`config.mk`:
```
export PLATFORM = sky130hd
export DESIGN_NAME = burst_sram_sched
export DESIGN_NICKNAME = d
export VERILOG_FILES = /design/src/rtl/sram_sched_pkg.sv /design/src/rtl/sched_turn_gap.sv /design/src/rtl/sched_wr_stage.sv /design/src/rtl/sched_rd_capture.sv /design/src/rtl/burst_sram_sched.sv
export SDC_FILE = /design/constraint.sdc
export NUM_CORES = 1
export LEC_CHECK = 0
export BUFFER_PORTS_ARGS = -buffer_cell sky130_fd_sc_hd__buf_2
export CELL_PAD_IN_SITES_DETAIL_PLACEMENT = 0
export CELL_PAD_IN_SITES_GLOBAL_PLACEMENT = 1
export CORE_ASPECT_RATIO = 1.2
export CORE_UTILIZATION = 25
export DETAILED_ROUTE_END_ITERATION = 10
export PLACE_DENSITY_LB_ADDON = 0.15
export SLEW_MARGIN = 40
export SYNTH_ARGS = -nofsm -noshare
export SYNTH_HDL_FRONTEND = slang
export SYNTH_SLANG_ARGS = --single-unit
```
`constraint.sdc`:
```
create_clock -name clk -period 1.5 [get_ports clk]
set_clock_uncertainty 0.15 [all_clocks]
set_input_delay 0.375 -clock clk [delete_from_list [all_inputs] [get_ports clk]]
set_output_delay 0.375 -clock clk [all_outputs]
set_load 0.03 [all_outputs]
```
`src/rtl/sram_sched_pkg.sv`:
```
package sram_sched_pkg;

    localparam int BEAT_W = 18;
    localparam int LANE_W = 9;
    localparam int LANES  = BEAT_W / LANE_W;
    localparam int WORD_W = 2 * BEAT_W;
    localparam int MASK_W = 2 * LANES;
    localparam int GAP_W  = 2;

    typedef logic [BEAT_W-1:0] beat_t;

    typedef enum logic [1:0] {
        OP_IDLE  = 2'd0,
        OP_READ  = 2'd1,
        OP_WRITE = 2'd2
    } op_e;

    typedef struct packed {
        logic             vld;
        beat_t            first;
        beat_t            second;
        logic [LANES-1:0] en_first;
        logic [LANES-1:0] en_second;
    } wr_burst_t;

    function automatic logic [GAP_W-1:0] gap_cycles(input logic two);
        return two ? GAP_W'(2) : GAP_W'(1);
    endfunction

    function automatic wr_burst_t make_burst(input logic [WORD_W-1:0] d,
                                             input logic [MASK_W-1:0] m);
        wr_burst_t b;
        b.vld       = 1'b1;
        b.first     = d[BEAT_W-1:0];
        b.second    = d[WORD_W-1:BEAT_W];
        b.en_first  = m[LANES-1:0];
        b.en_second = m[MASK_W-1:LANES];
        return b;
    endfunction

endpackage

```
`src/rtl/sched_turn_gap.sv`:
```
module sched_turn_gap
    import sram_sched_pkg::*;
(
    input  logic clk,
    input  logic rst,
    input  logic cfg_two_gap,
    input  logic rd_taken,
    output logic wr_hold
);

    logic [GAP_W-1:0] left_q;

    always_ff @(posedge clk) begin
        if (rst) begin
            left_q <= '0;
        end else if (rd_taken) begin
            left_q <= gap_cycles(cfg_two_gap);
        end else if (left_q != '0) begin
            left_q <= left_q - GAP_W'(1);
        end
    end

    assign wr_hold = (left_q != '0);

endmodule

```
`src/rtl/sched_wr_stage.sv`:
```
module sched_wr_stage
    import sram_sched_pkg::*;
(
    input  logic              clk,
    input  logic              rst,
    input  logic              wr_taken,
    input  logic [WORD_W-1:0] wdata,
    input  logic [MASK_W-1:0] wmask,
    output beat_t             d_rise,
    output beat_t             d_fall,
    output logic [LANES-1:0]  en_rise,
    output logic [LANES-1:0]  en_fall
);

    wr_burst_t cmd_q;
    wr_burst_t lane_q;

    always_ff @(posedge clk) begin
        if (rst) begin
            cmd_q  <= '0;
            lane_q <= '0;
        end else begin
            cmd_q  <= wr_taken ? make_burst(wdata, wmask) : '0;
            lane_q <= cmd_q.vld ? cmd_q : '0;
        end
    end

    assign d_rise  = lane_q.first;
    assign d_fall  = lane_q.second;
    assign en_rise = lane_q.en_first;
    assign en_fall = lane_q.en_second;

endmodule

```
`src/rtl/sched_rd_capture.sv`:
```
module sched_rd_capture
    import sram_sched_pkg::*;
#(
    parameter int TAG_W = 4
)(
    input  logic              clk,
    input  logic              rst,
    input  logic              cfg_dll_on,
    input  logic              issue_rd,
    input  logic [TAG_W-1:0]  issue_tag,
    input  beat_t             q_rise,
    input  beat_t             q_fall,
    output logic              rsp_valid,
    output logic [WORD_W-1:0] rsp_data,
    output logic [TAG_W-1:0]  rsp_tag
);

    localparam int DEPTH    = 3;
    localparam int SLOT_ONE = 1;
    localparam int SLOT_TWO = 2;

    typedef struct packed {
        logic             vld;
        logic [TAG_W-1:0] tag;
    } slot_t;

    slot_t pipe [DEPTH];
    beat_t early_q;
    slot_t pick;
    logic [WORD_W-1:0] word;

    always_ff @(posedge clk) begin
        if (rst) pipe[0] <= '0;
        else     pipe[0] <= '{vld: issue_rd, tag: issue_tag};
    end

    for (genvar i = 1; i < DEPTH; i++) begin : g_stage
        always_ff @(posedge clk) begin
            if (rst) pipe[i] <= '0;
            else     pipe[i] <= pipe[i-1];
        end
    end

    always_ff @(posedge clk) begin
        if (rst) begin
            early_q <= '0;
        end else if (pipe[SLOT_ONE].vld) begin
            early_q <= q_fall;
        end
    end

    always_comb begin
        if (cfg_dll_on) begin
            pick = pipe[SLOT_TWO];
            word = {q_rise, early_q};
        end else begin
            pick = pipe[SLOT_ONE];
            word = {q_fall, q_rise};
        end
    end

    always_ff @(posedge clk) begin
        if (rst) begin
            rsp_valid <= 1'b0;
            rsp_data  <= '0;
            rsp_tag   <= '0;
        end else begin
            rsp_valid <= pick.vld;
            if (pick.vld) begin
                rsp_data <= word;
                rsp_tag  <= pick.tag;
            end
        end
    end

endmodule

```
`src/rtl/burst_sram_sched.sv`:
```
module burst_sram_sched
    import sram_sched_pkg::*;
#(
    parameter int ADDR_W = 20,
    parameter int TAG_W  = 4
)(
    input  logic              clk,
    input  logic              rst,
    input  logic              cfg_dll_on,
    input  logic              cfg_two_gap,
    input  logic              req_valid,
    output logic              req_ready,
    input  logic              req_write,
    input  logic [ADDR_W-1:0] req_addr,
    input  logic [WORD_W-1:0] req_wdata,
    input  logic [MASK_W-1:0] req_be,
    input  logic [TAG_W-1:0]  req_tag,
    output logic              rsp_valid,
    output logic [WORD_W-1:0] rsp_data,
    output logic [TAG_W-1:0]  rsp_tag,
    output logic              mem_ld_n,
    output logic              mem_rw,
    output logic [ADDR_W-1:0] mem_addr,
    output logic [BEAT_W-1:0] mem_d_rise,
    output logic [BEAT_W-1:0] mem_d_fall,
    output logic [LANES-1:0]  mem_be_rise,
    output logic [LANES-1:0]  mem_be_fall,
    input  logic [BEAT_W-1:0] mem_q_rise,
    input  logic [BEAT_W-1:0] mem_q_fall
);

    logic              wr_hold;
    logic              take;
    logic              take_rd;
    logic              take_wr;
    op_e               op_q;
    logic [ADDR_W-1:0] addr_q;
    logic [TAG_W-1:0]  tag_q;

    assign req_ready = !(req_write && wr_hold);
    assign take      = req_valid && req_ready;
    assign take_rd   = take && !req_write;
    assign take_wr   = take && req_write;

    always_ff @(posedge clk) begin
        if (rst) begin
            op_q   <= OP_IDLE;
            addr_q <= '0;
            tag_q  <= '0;
        end else begin
            op_q <= take ? (req_write ? OP_WRITE : OP_READ) : OP_IDLE;
            if (take) begin
                addr_q <= req_addr;
                tag_q  <= req_tag;
            end
        end
    end

    assign mem_ld_n = (op_q == OP_IDLE);
    assign mem_rw   = (op_q != OP_WRITE);
    assign mem_addr = addr_q;

    sched_turn_gap u_gap (
        .clk         (clk),
        .rst         (rst),
        .cfg_two_gap (cfg_two_gap),
        .rd_taken    (take_rd),
        .wr_hold     (wr_hold)
    );

    sched_wr_stage u_wr (
        .clk      (clk),
        .rst      (rst),
        .wr_taken (take_wr),
        .wdata    (req_wdata),
        .wmask    (req_be),
        .d_rise   (mem_d_rise),
        .d_fall   (mem_d_fall),
        .en_rise  (mem_be_rise),
        .en_fall  (mem_be_fall)
    );

    sched_rd_capture #(.TAG_W(TAG_W)) u_rd (
        .clk        (clk),
        .rst        (rst),
        .cfg_dll_on (cfg_dll_on),
        .issue_rd   (op_q == OP_READ),
        .issue_tag  (tag_q),
        .q_rise     (mem_q_rise),
        .q_fall     (mem_q_fall),
        .rsp_valid  (rsp_valid),
        .rsp_data   (rsp_data),
        .rsp_tag    (rsp_tag)
    );

endmodule

```
==> results.py <==
metrics = {
    "status": {
        "status": "complete, but fails checks",
        "violations": "setup timing",
    },
    "route": {
        "routed-via-count": 4850,
        "drc_errors": 0,
        "drt_wl_total_mm": 16.72,
        "drt-initial-drc-count": 125,
        "drtPass1Iterations": 4,
        "drtAntennaViolNets": 0,
        "viasPerCell": 4.167,
        "post_drt_wl_per_cell_um": 14.36,
    },
    "setup_path": {
        "end_kind": "primary output",
        "r2r_end": "u_wr.cmd_q[28]",
        "critPathMaxFanout": 3,
        "rr_startpoint": "u_gap.left_q[1]",
        "r2r_slack_ns": -0.08,
        "reg2regPathDepth": 6,
        "crit_required_ns": 0.97,
        "worstPathArrival_ns": 1.27,
        "crit_path_start_kind": "flip-flop",
        "critPathKind": "reg -> out",
    },
    "timing": {
        "timing.fmax_mhz": 558.2,
        "tns_ns": -2.393,
        "hold_viol_final": 0,
        "slew_viol_final": 0,
        "post-route-period-util": 1.194,
        "slew_headroom": 0.7359,
        "min_period_ns": 1.792,
        "setup_viol": 47,
        "rsz0062_at_grt": "yes",
        "finalWorstSetupSlack_ns": -0.2915,
        "whs_ns": 0.02737,
        "max_slew.worst_pin.slew_ns": 0.3962,
    },
    "synth": {
        "ys_warn_count": 0,
        "syn_nets": 674,
        "synth_area_per_cell_um2": 11.11,
        "syn-instance-count": 567,
        "synth.cell_area_um2": 6301,
        "ys_types": 27,
        "seq_area_frac_synth": 0.5814,
        "ys_ff_latch": 183,
    },
    "worst_hold_path": {
        "hold-path-endpoint": "u_gap.left_q[0]",
        "holdPathStages": 2,
        "min_from": "rst",
        "min_path_type": "in -> reg",
    },
    "floorplan": {
        "die_w_um": 146.9,
        "rows": 63,
        "core_area_um2": 24750,
        "ios": 210,
        "start_util": 0.2546,
        "die_y_um": 175.9,
        "die-area_um2": 25850,
    },
    "clock_network": {
        "cts_sinks": 183,
        "cts_buffers": 17,
        "cts_tree": "done",
        "clk_pin_slew_worst_paths_ns": 0.08,
        "cts-root-buf": "clkbuf_16",
        "clock_path_buffers": 2,
        "htreeDepth": 4,
        "clock_latency_ns": 0.42,
    },
    "power_and_ir_drop": {
        "switching_power_mw": 3.105,
        "internal_power_mw": 8.132,
        "power.total_mw": 11.24,
        "switching_share": 0.2763,
        "leakagePower_nw": 4.027,
        "peakVddDrop_mv": 0.7607,
        "power_frac_comb": 0.146,
        "p_seq_frac": 0.459,
        "power_density_nw_per_um2": 1176,
        "power.clock.fraction": 0.395,
    },
    "global_routing": {
        "overflow": 0,
        "grt_pass1_wl_mm": 25.47,
        "grt_pass1_vias": 4996,
        "grt_antenna_before_repair": 4,
        "grt_max_degree": 41,
        "grtUsageTotal": 0.1257,
    },
    "final_layout": {
        "syn_to_final_growth_pct": 51.65,
        "layout.nets": 930,
        "final_util": 0.3861,
        "fillers": 2462,
        "layout-drive-gt1-share": 0.4856,
    },
    "place": {
        "globalplace.congestion": 0.7253,
        "io_buffers": 209,
        "pre_cts_slack_ns": -0.1248,
        "hpwlAfterDp_mm": 10.87,
    },
    "flow_run": {
        "drv_cap": 0,
    },
}
## flip-flops by register name, summed over array words and instances, names as in the netlist, 4 cells and up
name           count
u_rd.pipe         15
tag_q              4
u_wr.d_rise       18
u_rd.rsp_data     36
u_wr.d_fall       18
mem_addr          20
u_wr.cmd_q        41
u_rd.early_q      18
u_rd.rsp_tag       4
## cells by family (layout without fill, tap and decap cells)
logic type | count (synthesis) | count (layout) | synth area share
adders and majority gates | 1 | 1 | 0.001985
DFF | 183 | 183 | 0.5814
xor gates and xnor gates | 1 | 1 | 0.001390
other | 0 | 3 | 0
buffers and inverters | 48 | 317 | 0.04150
muxes | 60 | 60 | 0.09631
AOI/OAI and AO/OA | 86 | 86 | 0.1183
and+or+nand+nor | 188 | 188 | 0.1591
## power by group through the flow
| stage | logic (mW) | clock network, mW | registers [mW] |
|---|---|---|---|
| 5_1_grt | 1.79 | 4.84 | 5.18 |
| 3_3_place_gp | 1.25 | 0 | 5.24 |
| 6_report | 1.64 | 4.43 | 5.16 |
| 4_1_cts | 1.51 | 4.62 | 5.15 |
| 3_5_place_dp | 1.29 | 0 | 5.25 |
| 2_1_floorplan | 0.657 | 0 | 5.39 |
## critical path: stages (launching register included)
cell,delay [ns]
dfxtp_2,0.34
inv_2,0.04
ha_4,0.16
nor2b_4,0.13
inv_2,0.05
buf_6,0.13
## synth_stat cells
library cell / count / area, µm²
o21ai_1: 21 / 105.1
mux2_1: 1 / 11.26
nand3b_1: 1 / 7.510
mux2i_1: 58 / 580.6
inv_2: 2 / 7.510
buf_2: 14 / 70.07
nand2_1: 1 / 3.750
o22a_1: 4 / 35.03
dfxtp_1: 183 / 3664
nor2b_1: 17 / 106.4
xor2_1: 1 / 8.760
nand2b_1: 2 / 12.51
buf_1: 2 / 7.510
buf_4: 3 / 22.52
a211oi_2: 40 / 500.5
a21oi_1: 21 / 105.1
clkbuf_1: 18 / 67.56
nand3_1: 20 / 100.1
and2_1: 81 / 506.7
ha_1: 1 / 12.51
nor2_1: 62 / 232.7
inv_1: 2 / 7.510
nor3b_1: 1 / 7.510
nor3_1: 1 / 5.000
and4b_1: 2 / 20.02
mux2_4: 1 / 15.01
buf_6: 7 / 78.83
## metrics by stage
step           instance area (µm²)  std cells
2_1_floorplan                 6390        567
3_3_place_gp                  7885       1081
3_5_place_dp                  7885       1081
4_1_cts                       9196       1155
5_1_grt                       9550       1162
6_report                      9555       1164
## metal layers
metal | GRT usage | vias up | routed length, µm
met5 | 0 | - | 13
met2 | 0.2083 | 143 | 8111
li1 | - | 2415 | -
met4 | 0.04338 | 2 | 195
met3 | 0.05247 | 16 | 1340
met1 | 0.1451 | 2274 | 7055
## final cells by class
| class | instances | area, µm² | area share |
|---|---|---|---|
| Multi-Input combinational cell | 336 | 2511 | 0.2628 |
| Sequential cell | 183 | 3725 | 0.3898 |
| Antenna cell | 3 | 7.507 | 0.0007856 |
| Timing Repair Buffer | 281 | 2287 | 0.2394 |
| Inverter | 4 | 15.01 | 0.001571 |
| Tap cell | 325 | 406.6 | 0.04256 |
| Clock inverter | 15 | 177.7 | 0.01859 |
| Clock buffer | 17 | 425.4 | 0.04452 |
## placed cells by master, fill, tap and decap left out, drive strengths merged
cell type | Yosys | layout
xor2 | 1 | 1
nor2 | 62 | 62
nand3 | 20 | 20
dfxtp | 183 | 183
nor2b | 17 | 17
o21ai | 21 | 21
nand2 | 1 | 1
mux2 | 2 | 2
buf | 26 | 223
clkinv | 0 | 7
and4b | 2 | 2
mux2i | 58 | 58
ha | 1 | 1
o22a | 4 | 4
clkbuf | 18 | 35
nor3 | 1 | 1
a211oi | 40 | 40
diode | 0 | 3
clkinvlp | 0 | 1
a21oi | 21 | 21
dlygate4sd3 | 0 | 40
inv | 4 | 11
nand3b | 1 | 1
nor3b | 1 | 1
nand2b | 2 | 2
and2 | 81 | 81
## how the worst max path moves through the flow
stage | from | slack (ns) | cells past startpoint | to
CTS | u_gap.left_q[0] | -0.32 | 5 | req_ready
floorplan | cfg_dll_on | -0.02 | 6 | u_rd.rsp_data[29]
global route | u_gap.left_q[0] | -0.36 | 5 | req_ready
global placement | req_write | -0.09 | 6 | tag_q[2]
detailed placement | req_write | -0.12 | 6 | tag_q[0]
finish | u_gap.left_q[0] | -0.29 | 5 | req_ready
## what timing repair did
item                                   in CTS  in global routing
cloned                                      0                  6
setup endpoints to repair                  80                115
setup buffers                               2                  0
gates resized for setup                   108                112
endpoints found under the hold margin      40                  0
pin swaps                                   2                  2
hold buffers                               40                  0
Power figures use the tool's default switching activity.
